## src/rtl/afu_pkg.sv

```systemverilog
package afu_pkg;
  localparam int FLAG_W = 8;
  localparam int FB_S  = 7;
  localparam int FB_Z  = 6;
  localparam int FB_Y  = 5;
  localparam int FB_H  = 4;
  localparam int FB_X  = 3;
  localparam int FB_PV = 2;
  localparam int FB_N  = 1;
  localparam int FB_C  = 0;

  typedef enum logic [2:0] {
    OP_ADD = 3'd0,
    OP_ADC = 3'd1,
    OP_SUB = 3'd2,
    OP_SBC = 3'd3,
    OP_CMP = 3'd4
  } afu_op_e;

  // half-carry masks indexed by {a[3], b[3], r[3]}
  localparam logic [7:0] HC_MASK_ADD = 8'b1101_0100; // 2,4,6,7
  localparam logic [7:0] HC_MASK_SUB = 8'b1000_1110; // 1,2,3,7

  function automatic logic hc_lookup(input logic is_sub, input logic [2:0] idx);
    return is_sub ? HC_MASK_SUB[idx] : HC_MASK_ADD[idx];
  endfunction

  function automatic logic ovf_rule(input logic is_sub, input logic sa,
                                    input logic sb, input logic sr);
    if (is_sub) return (sa != sb) && (sr != sa);
    else        return (sa == sb) && (sr != sa);
  endfunction
endpackage

```

## src/rtl/afu_addsub.sv

```systemverilog
module afu_addsub #(
  parameter int DATA_W = 8
) (
  input  logic [DATA_W-1:0] a,
  input  logic [DATA_W-1:0] b,
  input  logic              cin,
  input  logic              is_sub,
  output logic [DATA_W-1:0] sum,
  output logic              cout
);
  localparam int EXT_W = DATA_W + 1;
  logic [EXT_W-1:0] ext;

  always_comb begin
    if (is_sub) ext = {1'b0, a} - {1'b0, b} - EXT_W'(cin);
    else        ext = {1'b0, a} + {1'b0, b} + EXT_W'(cin);
    sum  = ext[DATA_W-1:0];
    cout = ext[DATA_W];
  end
endmodule

```

## src/rtl/afu_halfcarry.sv

```systemverilog
module afu_halfcarry #(
  parameter int DATA_W  = 8,
  parameter int NIB_BIT = 3
) (
  input  logic [DATA_W-1:0] a,
  input  logic [DATA_W-1:0] b,
  input  logic [DATA_W-1:0] r,
  input  logic              is_sub,
  output logic [2:0]        idx,
  output logic              hc
);
  import afu_pkg::*;
  always_comb begin
    idx = {a[NIB_BIT], b[NIB_BIT], r[NIB_BIT]};
    hc  = hc_lookup(is_sub, idx);
  end
endmodule

```

## src/rtl/afu_overflow.sv

```systemverilog
module afu_overflow #(
  parameter int DATA_W = 8
) (
  input  logic [DATA_W-1:0] a,
  input  logic [DATA_W-1:0] b,
  input  logic [DATA_W-1:0] r,
  input  logic              is_sub,
  output logic              ov
);
  import afu_pkg::*;
  localparam int MSB = DATA_W - 1;
  always_comb ov = ovf_rule(is_sub, a[MSB], b[MSB], r[MSB]);
endmodule

```

## src/rtl/afu_flags.sv

```systemverilog
module afu_flags
  import afu_pkg::*;
#(
  parameter int DATA_W = 8
) (
  input  logic [DATA_W-1:0] opnd_a,
  input  logic [DATA_W-1:0] opnd_b,
  input  logic              carry_in,
  input  logic [2:0]        op_sel,
  input  logic [FLAG_W-1:0] flags_in,
  output logic [DATA_W-1:0] result,
  output logic [FLAG_W-1:0] flags_out
);
  localparam int MSB = DATA_W - 1;

  logic              op_valid, is_sub, is_cmp, use_cin, cin_eff;
  logic [DATA_W-1:0] core_out;
  logic              core_carry, half_c, ovf;
  logic [2:0]        hc_idx;
  logic [DATA_W-1:0] yx_src;
  logic              zero_det;

  always_comb begin
    op_valid = (op_sel <= OP_CMP);
    is_cmp   = (op_sel == OP_CMP);
    is_sub   = (op_sel == OP_SUB) || (op_sel == OP_SBC) || is_cmp;
    use_cin  = (op_sel == OP_ADC) || (op_sel == OP_SBC);
    cin_eff  = use_cin & carry_in;
  end

  afu_addsub #(.DATA_W(DATA_W)) u_core (
    .a(opnd_a), .b(opnd_b), .cin(cin_eff), .is_sub(is_sub),
    .sum(core_out), .cout(core_carry)
  );

  afu_halfcarry #(.DATA_W(DATA_W), .NIB_BIT(3)) u_hc (
    .a(opnd_a), .b(opnd_b), .r(core_out), .is_sub(is_sub),
    .idx(hc_idx), .hc(half_c)
  );

  afu_overflow #(.DATA_W(DATA_W)) u_ov (
    .a(opnd_a), .b(opnd_b), .r(core_out), .is_sub(is_sub), .ov(ovf)
  );

  always_comb begin
    zero_det = (core_out == '0);
    yx_src   = is_cmp ? opnd_b : core_out;
    if (op_valid) begin
      result           = is_cmp ? opnd_a : core_out;
      flags_out        = '0;
      flags_out[FB_S]  = core_out[MSB];
      flags_out[FB_Z]  = zero_det;
      flags_out[FB_Y]  = yx_src[5];
      flags_out[FB_H]  = half_c;
      flags_out[FB_X]  = yx_src[3];
      flags_out[FB_PV] = ovf;
      flags_out[FB_N]  = is_sub;
      flags_out[FB_C]  = core_carry;
    end else begin
      result    = opnd_a;
      flags_out = flags_in;
    end
  end

  // Assertions beside the flag assembly
  always_comb begin
    if (is_cmp) a_r10_cmp_keeps_operand: assert (result == opnd_a);
    if (!op_valid) a_r11_pass_prior_flags: assert (flags_out == flags_in && result == opnd_a);
    if (op_valid && !is_cmp) a_r4_zero_tracks_result: assert (flags_out[FB_Z] == (result == '0));
    if (op_valid) a_r3_n_marks_subtract: assert (flags_out[FB_N] == is_sub);
    if (op_valid && !is_sub && flags_out[FB_PV]) a_r7_add_ovf_same_signs: assert (opnd_a[MSB] == opnd_b[MSB]);
    if (op_valid && is_sub && flags_out[FB_PV]) a_r8_sub_ovf_mixed_signs: assert (opnd_a[MSB] != opnd_b[MSB]);
    if (is_cmp) a_r10_cmp_yx_from_b: assert (flags_out[FB_Y] == opnd_b[5] && flags_out[FB_X] == opnd_b[3]);
    if (op_valid && !is_cmp) a_r9_yx_from_result: assert (flags_out[FB_Y] == result[5] && flags_out[FB_X] == result[3]);
  end
endmodule

```

## config.mk

```make
export PLATFORM = sky130hd
export DESIGN_NAME = afu_flags
export DESIGN_NICKNAME = d
export VERILOG_FILES = /design/src/rtl/afu_pkg.sv /design/src/rtl/afu_addsub.sv /design/src/rtl/afu_halfcarry.sv /design/src/rtl/afu_overflow.sv /design/src/rtl/afu_flags.sv
export SDC_FILE = /design/constraint.sdc
export NUM_CORES = 1
export LEC_CHECK = 0
export BUFFER_PORTS_ARGS = -buffer_cell sky130_fd_sc_hd__buf_2
export CAP_MARGIN = 20
export CORE_ASPECT_RATIO = 1.75
export CORE_UTILIZATION = 38
export DETAILED_ROUTE_END_ITERATION = 16
export GPL_ROUTABILITY_DRIVEN = 0
export MAX_ROUTING_LAYER = met4
export PLACE_DENSITY_LB_ADDON = 0.05
export SLEW_MARGIN = 40
export SYNTH_ARGS = -nofsm -noshare
export SYNTH_HDL_FRONTEND = slang
export SYNTH_SLANG_ARGS = --single-unit
export TNS_END_PERCENT = 30
```

## constraint.sdc

```tcl
create_clock -name vclk -period 6.6
set_input_delay 1.65 -clock vclk [all_inputs]
set_output_delay 1.65 -clock vclk [all_outputs]
set_load 0.01 [all_outputs]
```

---- Yosys cells after proc, flatten, opt, wreduce, memory -nomap -nowiden ----
Memory sizes are Yosys's and may differ from the RTL's.
Cells that the tools add are included.
storage, ports and cells
  bits in read-only memories .............. 16
  bits in registers ....................... 0
  output and inout port bits .............. 16
  word-level logic and storage cells ...... 31
  memories ................................ 2
  input bits .............................. 28
memory list
  name              depth  bits a word  read ports  clocked after memory_dff  wr ports  line           source
  (name not given)  8      1            1           0                         0         afu_pkg.sv:25  return is_sub ? HC_MASK_SUB[idx] : HC_MASK_ADD[idx];
  (name not given)  8      1            1           0                         0         afu_pkg.sv:25
operators by class
  mux-type cells .......................... 9
  reductions and logical operators ........ 6
  $add $sub $neg .......................... 4
  $lt $le $gt $ge ......................... 2
  equality and inequality tests ........... 7
  bitwise gates (word level) .............. 1
operators with widths
  operator                                                              count
  8-bit 2-to-1 mux                                                      3
  8-bit by 8-bit adder with 9-bit output                                1
  9-bit by 1-bit adder with 9-bit output                                1
  9-bit 2-to-1 mux                                                      1
  8-bit by 8-bit subtractor with 9-bit output                           1
  9-bit by 1-bit subtractor with 9-bit output                           1
  8-bit logical NOT                                                     1
  3-bit by 2-bit == test with 1-bit output, second input constant       2
  6-bit 2-to-1 mux                                                      1
  3-bit by 4-bit < comparator with 1-bit output, second input constant  1
  1-bit 2-to-1 mux                                                      4
  3-bit by 1-bit == test with 1-bit output, second input constant       1
  3-bit == test, second input constant                                  1
  3-bit <= comparator, second input constant                            1
  1-bit logical OR                                                      3
  1-bit logical AND                                                     2
  1-bit != test                                                         2
  1-bit bitwise AND                                                     1
  1-bit == test                                                         1

---- Logic depth before layout (Yosys ltp) ----
  word-level depth ........................ 9
  depth in mapped cells ................... 14
  depth with buffers taken out ............ 14

---- Hierarchy ----
From an unflattened synthesis, not the netlist that was laid out.
second synthesis, totals
  cells, all modules ...................... 163
  area total of the unflattened synthesis .. 1296.2 um2
by module, submodules not included
  module         cells each  seq. area each (um2)  times used  area each (um2)
  afu_addsub     119         0.0                   1           912.1
  afu_flags      33          0.0                   1           292.8
  afu_halfcarry  7           0.0                   1           57.6
  afu_overflow   4           0.0                   1           33.8

---- Worst setup path after synthesis ----
OpenSTA, ideal clock, no wires.
  path kind ............................... input -> output
  from .................................... input op_sel[2]
  to ...................................... output flags_out[0]
  slack ................................... 0.172 ns
  stages .................................. 14
  buffers on the path ..................... 1
  arrival time ............................ 4.778 ns
  data required time ...................... 4.950 ns
  cell sequence ........................... clkbuf_1 > or2_2 > inv_1 > fa_1 > inv_1 > ha_1 > or2_2 > fa_1 > nand2b_1 > a2111oi_2 > o41ai_1 > xnor2_1 > nor2_1 > o31ai_1
between the ends
  cells in the longest elaborated chain, start to end .. 6
  elaborated cells on any way between the ends .. 13
  those cells by class .................... 2 x add/sub; 1 x order compare; 4 x eq/ne; 2 x mux; 1 x bitwise; 3 x reduce/logical
ends and longest elaborated chain
  item                                                                                                   line                                source
  from (decl)                                                                                            afu_flags.sv:9                      input logic [2:0] op_sel,
  3-bit by 1-bit == test with 1-bit output or 3-bit by 2-bit == test with 1-bit output (tied branches)   afu_flags.sv:27, afu_flags.sv:26
  1-bit logical OR                                                                                       afu_flags.sv:27                     use_cin = (op_sel == OP_ADC) || (op_sel == OP_SBC);
  1-bit bitwise AND                                                                                      afu_flags.sv:28                     cin_eff = use_cin & carry_in;
  9-bit by 1-bit adder with 9-bit output or 9-bit by 1-bit subtractor with 9-bit output (tied branches)  afu_addsub.sv:16, afu_addsub.sv:15
  9-bit 2-to-1 mux                                                                                       afu_addsub.sv:15                    if (is_sub) ext = {1'b0, a} - {1'b0, b} - EXT_W'(cin);
  8-bit 2-to-1 mux *                                                                                     afu_flags.sv:48                     if (op_valid) begin
  to (decl)                                                                                              afu_flags.sv:12                     output logic [FLAG_W-1:0] flags_out
Mark *: on every way between the ends. The rest lies on a longest branch, timed or not.

---- Final worst setup path ----
  from .................................... input op_sel[0]
  to ...................................... output flags_out[6]
between the ends
  cells in the longest elaborated chain, start to end .. 7
  elaborated cells on any way between the ends .. 14
  those cells by class .................... 2 x add/sub; 1 x order compare; 4 x eq/ne; 2 x mux; 1 x bitwise; 4 x reduce/logical
ends and longest elaborated chain
  item                                                                                                   line                                source
  3-bit by 1-bit == test with 1-bit output or 3-bit by 2-bit == test with 1-bit output (tied branches)   afu_flags.sv:27, afu_flags.sv:26
  1-bit logical OR                                                                                       afu_flags.sv:27
  1-bit bitwise AND                                                                                      afu_flags.sv:28
  9-bit by 1-bit adder with 9-bit output or 9-bit by 1-bit subtractor with 9-bit output (tied branches)  afu_addsub.sv:16, afu_addsub.sv:15
  9-bit 2-to-1 mux                                                                                       afu_addsub.sv:15
  8-bit logical NOT                                                                                      afu_flags.sv:46                     zero_det = (core_out == '0);
  8-bit 2-to-1 mux *                                                                                     afu_flags.sv:48
Marks and branches as above.

==> impl_results.md <==
* Status: finished clean
* CP Capture Type: output port
* Die Ht at between 70 and 80 um
* Placed cells at between 200 and 300
* Synth Warn # at 0
* Final Hold Fails at 0
* I/O pins at 44
* Core footprint at between 3000 and 4000 sq um
* Hold slack at 3590 ps
* Mapped Area at between 1000 and 1500 sq um
* Critical Path AT at 4740 ps
* Die area at roughly 3600 sq um
* Starting Density at roughly two fifths
* Worst min path class: input pin to output port
* Final worst path period share at 96.9%
* Port Buffers at 44
* Final WL at slightly below 4 mm
* Register area at 0 sq um
* Critical path required time at a little under 5000 ps
* # clk buffers at 0
* Seq cells at 0
* Share of cells above drive strength 1 at approximately 30%
* Vias at 1416
* Initial antenna violation count at 0
* CP Max Fanout at 4
* Register area share after synthesis at 0%
* Syn Area/Cell at 7.21 sq um
* Most frequent cells in the layout: buf_2 (44), inv_1 (23), ha_1 (20), nor2_1 (15), a21oi_1 (12)
* Area growth, synth to finish at 24.2%
* Final ANT Viol Nets at 0
* Global-route wire length before repair at just over 6 mm
* Diode count at 0
* Peak VDD IR at 0.0474 mV
* Row count at 27
* # DRC at 0
* MaxCap Viol Count at 0
* Post-Layout Cell Count at about 260
* Vias in the first global route at 1366
* Setup Viol. Count Final at 0
* Drt pass-1 iters at 4
* Pleak at 0.000781 uW
* Syn Inst Count at ~180
* Crit start category: input pin
* Slew Limit Fails at 0
* Most common cell after layout, fill and taps aside: buf_2
* Global Route Usage Sum at between 20% and 30%
* Setup CP Type: input pin to output port
* Post-route setup TNS at 0 ps
* Largest net degree at the start of global routing at 25
* Dpl hpwl at about 3.3 mm
* Grt ovf at 0
* Mapped Nets at approximately 230
* Power density cells at about 120 nW/um^2
* Die W at ~46 um
* Worst-Margin Slew at roughly 670 ps
* Routed length per instance at 15.0 um
* Max-slew headroom at 55.3%
* Core Util, Final at 49.6%
* Via/cell ratio at 5.43
* F_max at between 150 and 200 MHz
* Final min period at about 6400 ps
* Yosys cell types at 45
* Final net count at roughly 270
* Initial DRC count at 19
## layout make-up
cell class / instances / area, sq um
timing repair buffer: 46 / 235
tap: 43 / 53.8
multi-input combinational: 148 / 1200
fill: 382 / 1600
inverter: 24 / 90.1
## cells by family after synthesis
group / share of synthesized area, %
compound gates: 26.1
simple gates: 26.1
fa+ha+maj: 27.0
mux: 5.62
buf+inv: 8.88
xor+xnor: 6.21
## final timing paths
path              slack, ps            to   startpoint  cells past startpoint
setup / recovery        210  flags_out[6]    op_sel[0]                     15
hold / removal         3590  flags_out[4]  flags_in[4]                      4
## routing by layer
layer	track usage [%]	share of wire, %	up-vias
met3	0.230	1.6	6
met4	4.24	2.0	0
li1	-	-	712
met1	21.4	35	666
met5	-	0	-
met2	49.0	62	32
## critical path, cell delays in order
cell and delay (ps):
buf_2 130, nand2_1 50, or2_2 310, inv_2 70, fa_1 450, ha_2 190
or2_2 280, fa_2 340, nand2b_4 160, a2111oi_4 340, nor3_1 100, xor2_1 150
mux2i_1 190, a32o_1 200, buf_2 130
## synthesized netlist by cell type (all sizes together), types with 2 or more instances
| cell | count | area share, % |
|---|---|---|
| nor3 | 8 | 3.2 |
| ha | 21 | 21 |
| xnor2 | 7 | 4.8 |
| o31ai | 6 | 3.6 |
| and3 | 2 | 0.99 |
| mux2i | 6 | 4.7 |
| xor2 | 2 | 1.4 |
| nand2 | 10 | 3.6 |
| nor2 | 17 | 5.8 |
| nand4 | 2 | 0.99 |
| or2 | 2 | 0.99 |
| clkbuf | 2 | 0.59 |
| nor4 | 2 | 2.0 |
| nand2b | 4 | 2.0 |
| buf | 2 | 1.2 |
| a31oi | 2 | 0.99 |
| nor3b | 2 | 1.6 |
| inv | 24 | 7.1 |
| a211oi | 5 | 3.0 |
| fa | 4 | 6.3 |
| o211ai | 3 | 1.8 |
| o21ai | 8 | 3.2 |
| nor2b | 4 | 2.0 |
| a21o | 4 | 2.4 |
| a21oi | 13 | 5.1 |
## per-stage QoR
stage / power (uW) / area (sq um) / setup slack, ps
final: 182 / 1580 / 207
after global routing: 202 / 1580 / -2.65
after CTS: 172 / 1530 / 80.0
after detailed placement: 171 / 1530 / 68.0
after global placement: 168 / 1530 / 129
after floorplan: 119 / 1270 / 172
## where the power goes
| group | switching, uW | leakage (uW) | internal (uW) | total, uW |
|---|---|---|---|---|
| Clock | 0 | 0 | 0 | 0 |
| Combinational | 103 | 0.000781 | 79.0 | 182 |
| Sequential | 0 | 0 | 0 | 0 |
| Total | 103 | 0.000781 | 79.0 | 182 |
## what timing repair did
item                       4_1_cts  5_1_grt
buffers inserted                 0        1
setup endpoints to repair        0        3
hold endpoints to repair         0        0
gates resized for setup          0        8
hold buffers                     0        0
Power figures use the tool's default switching activity.
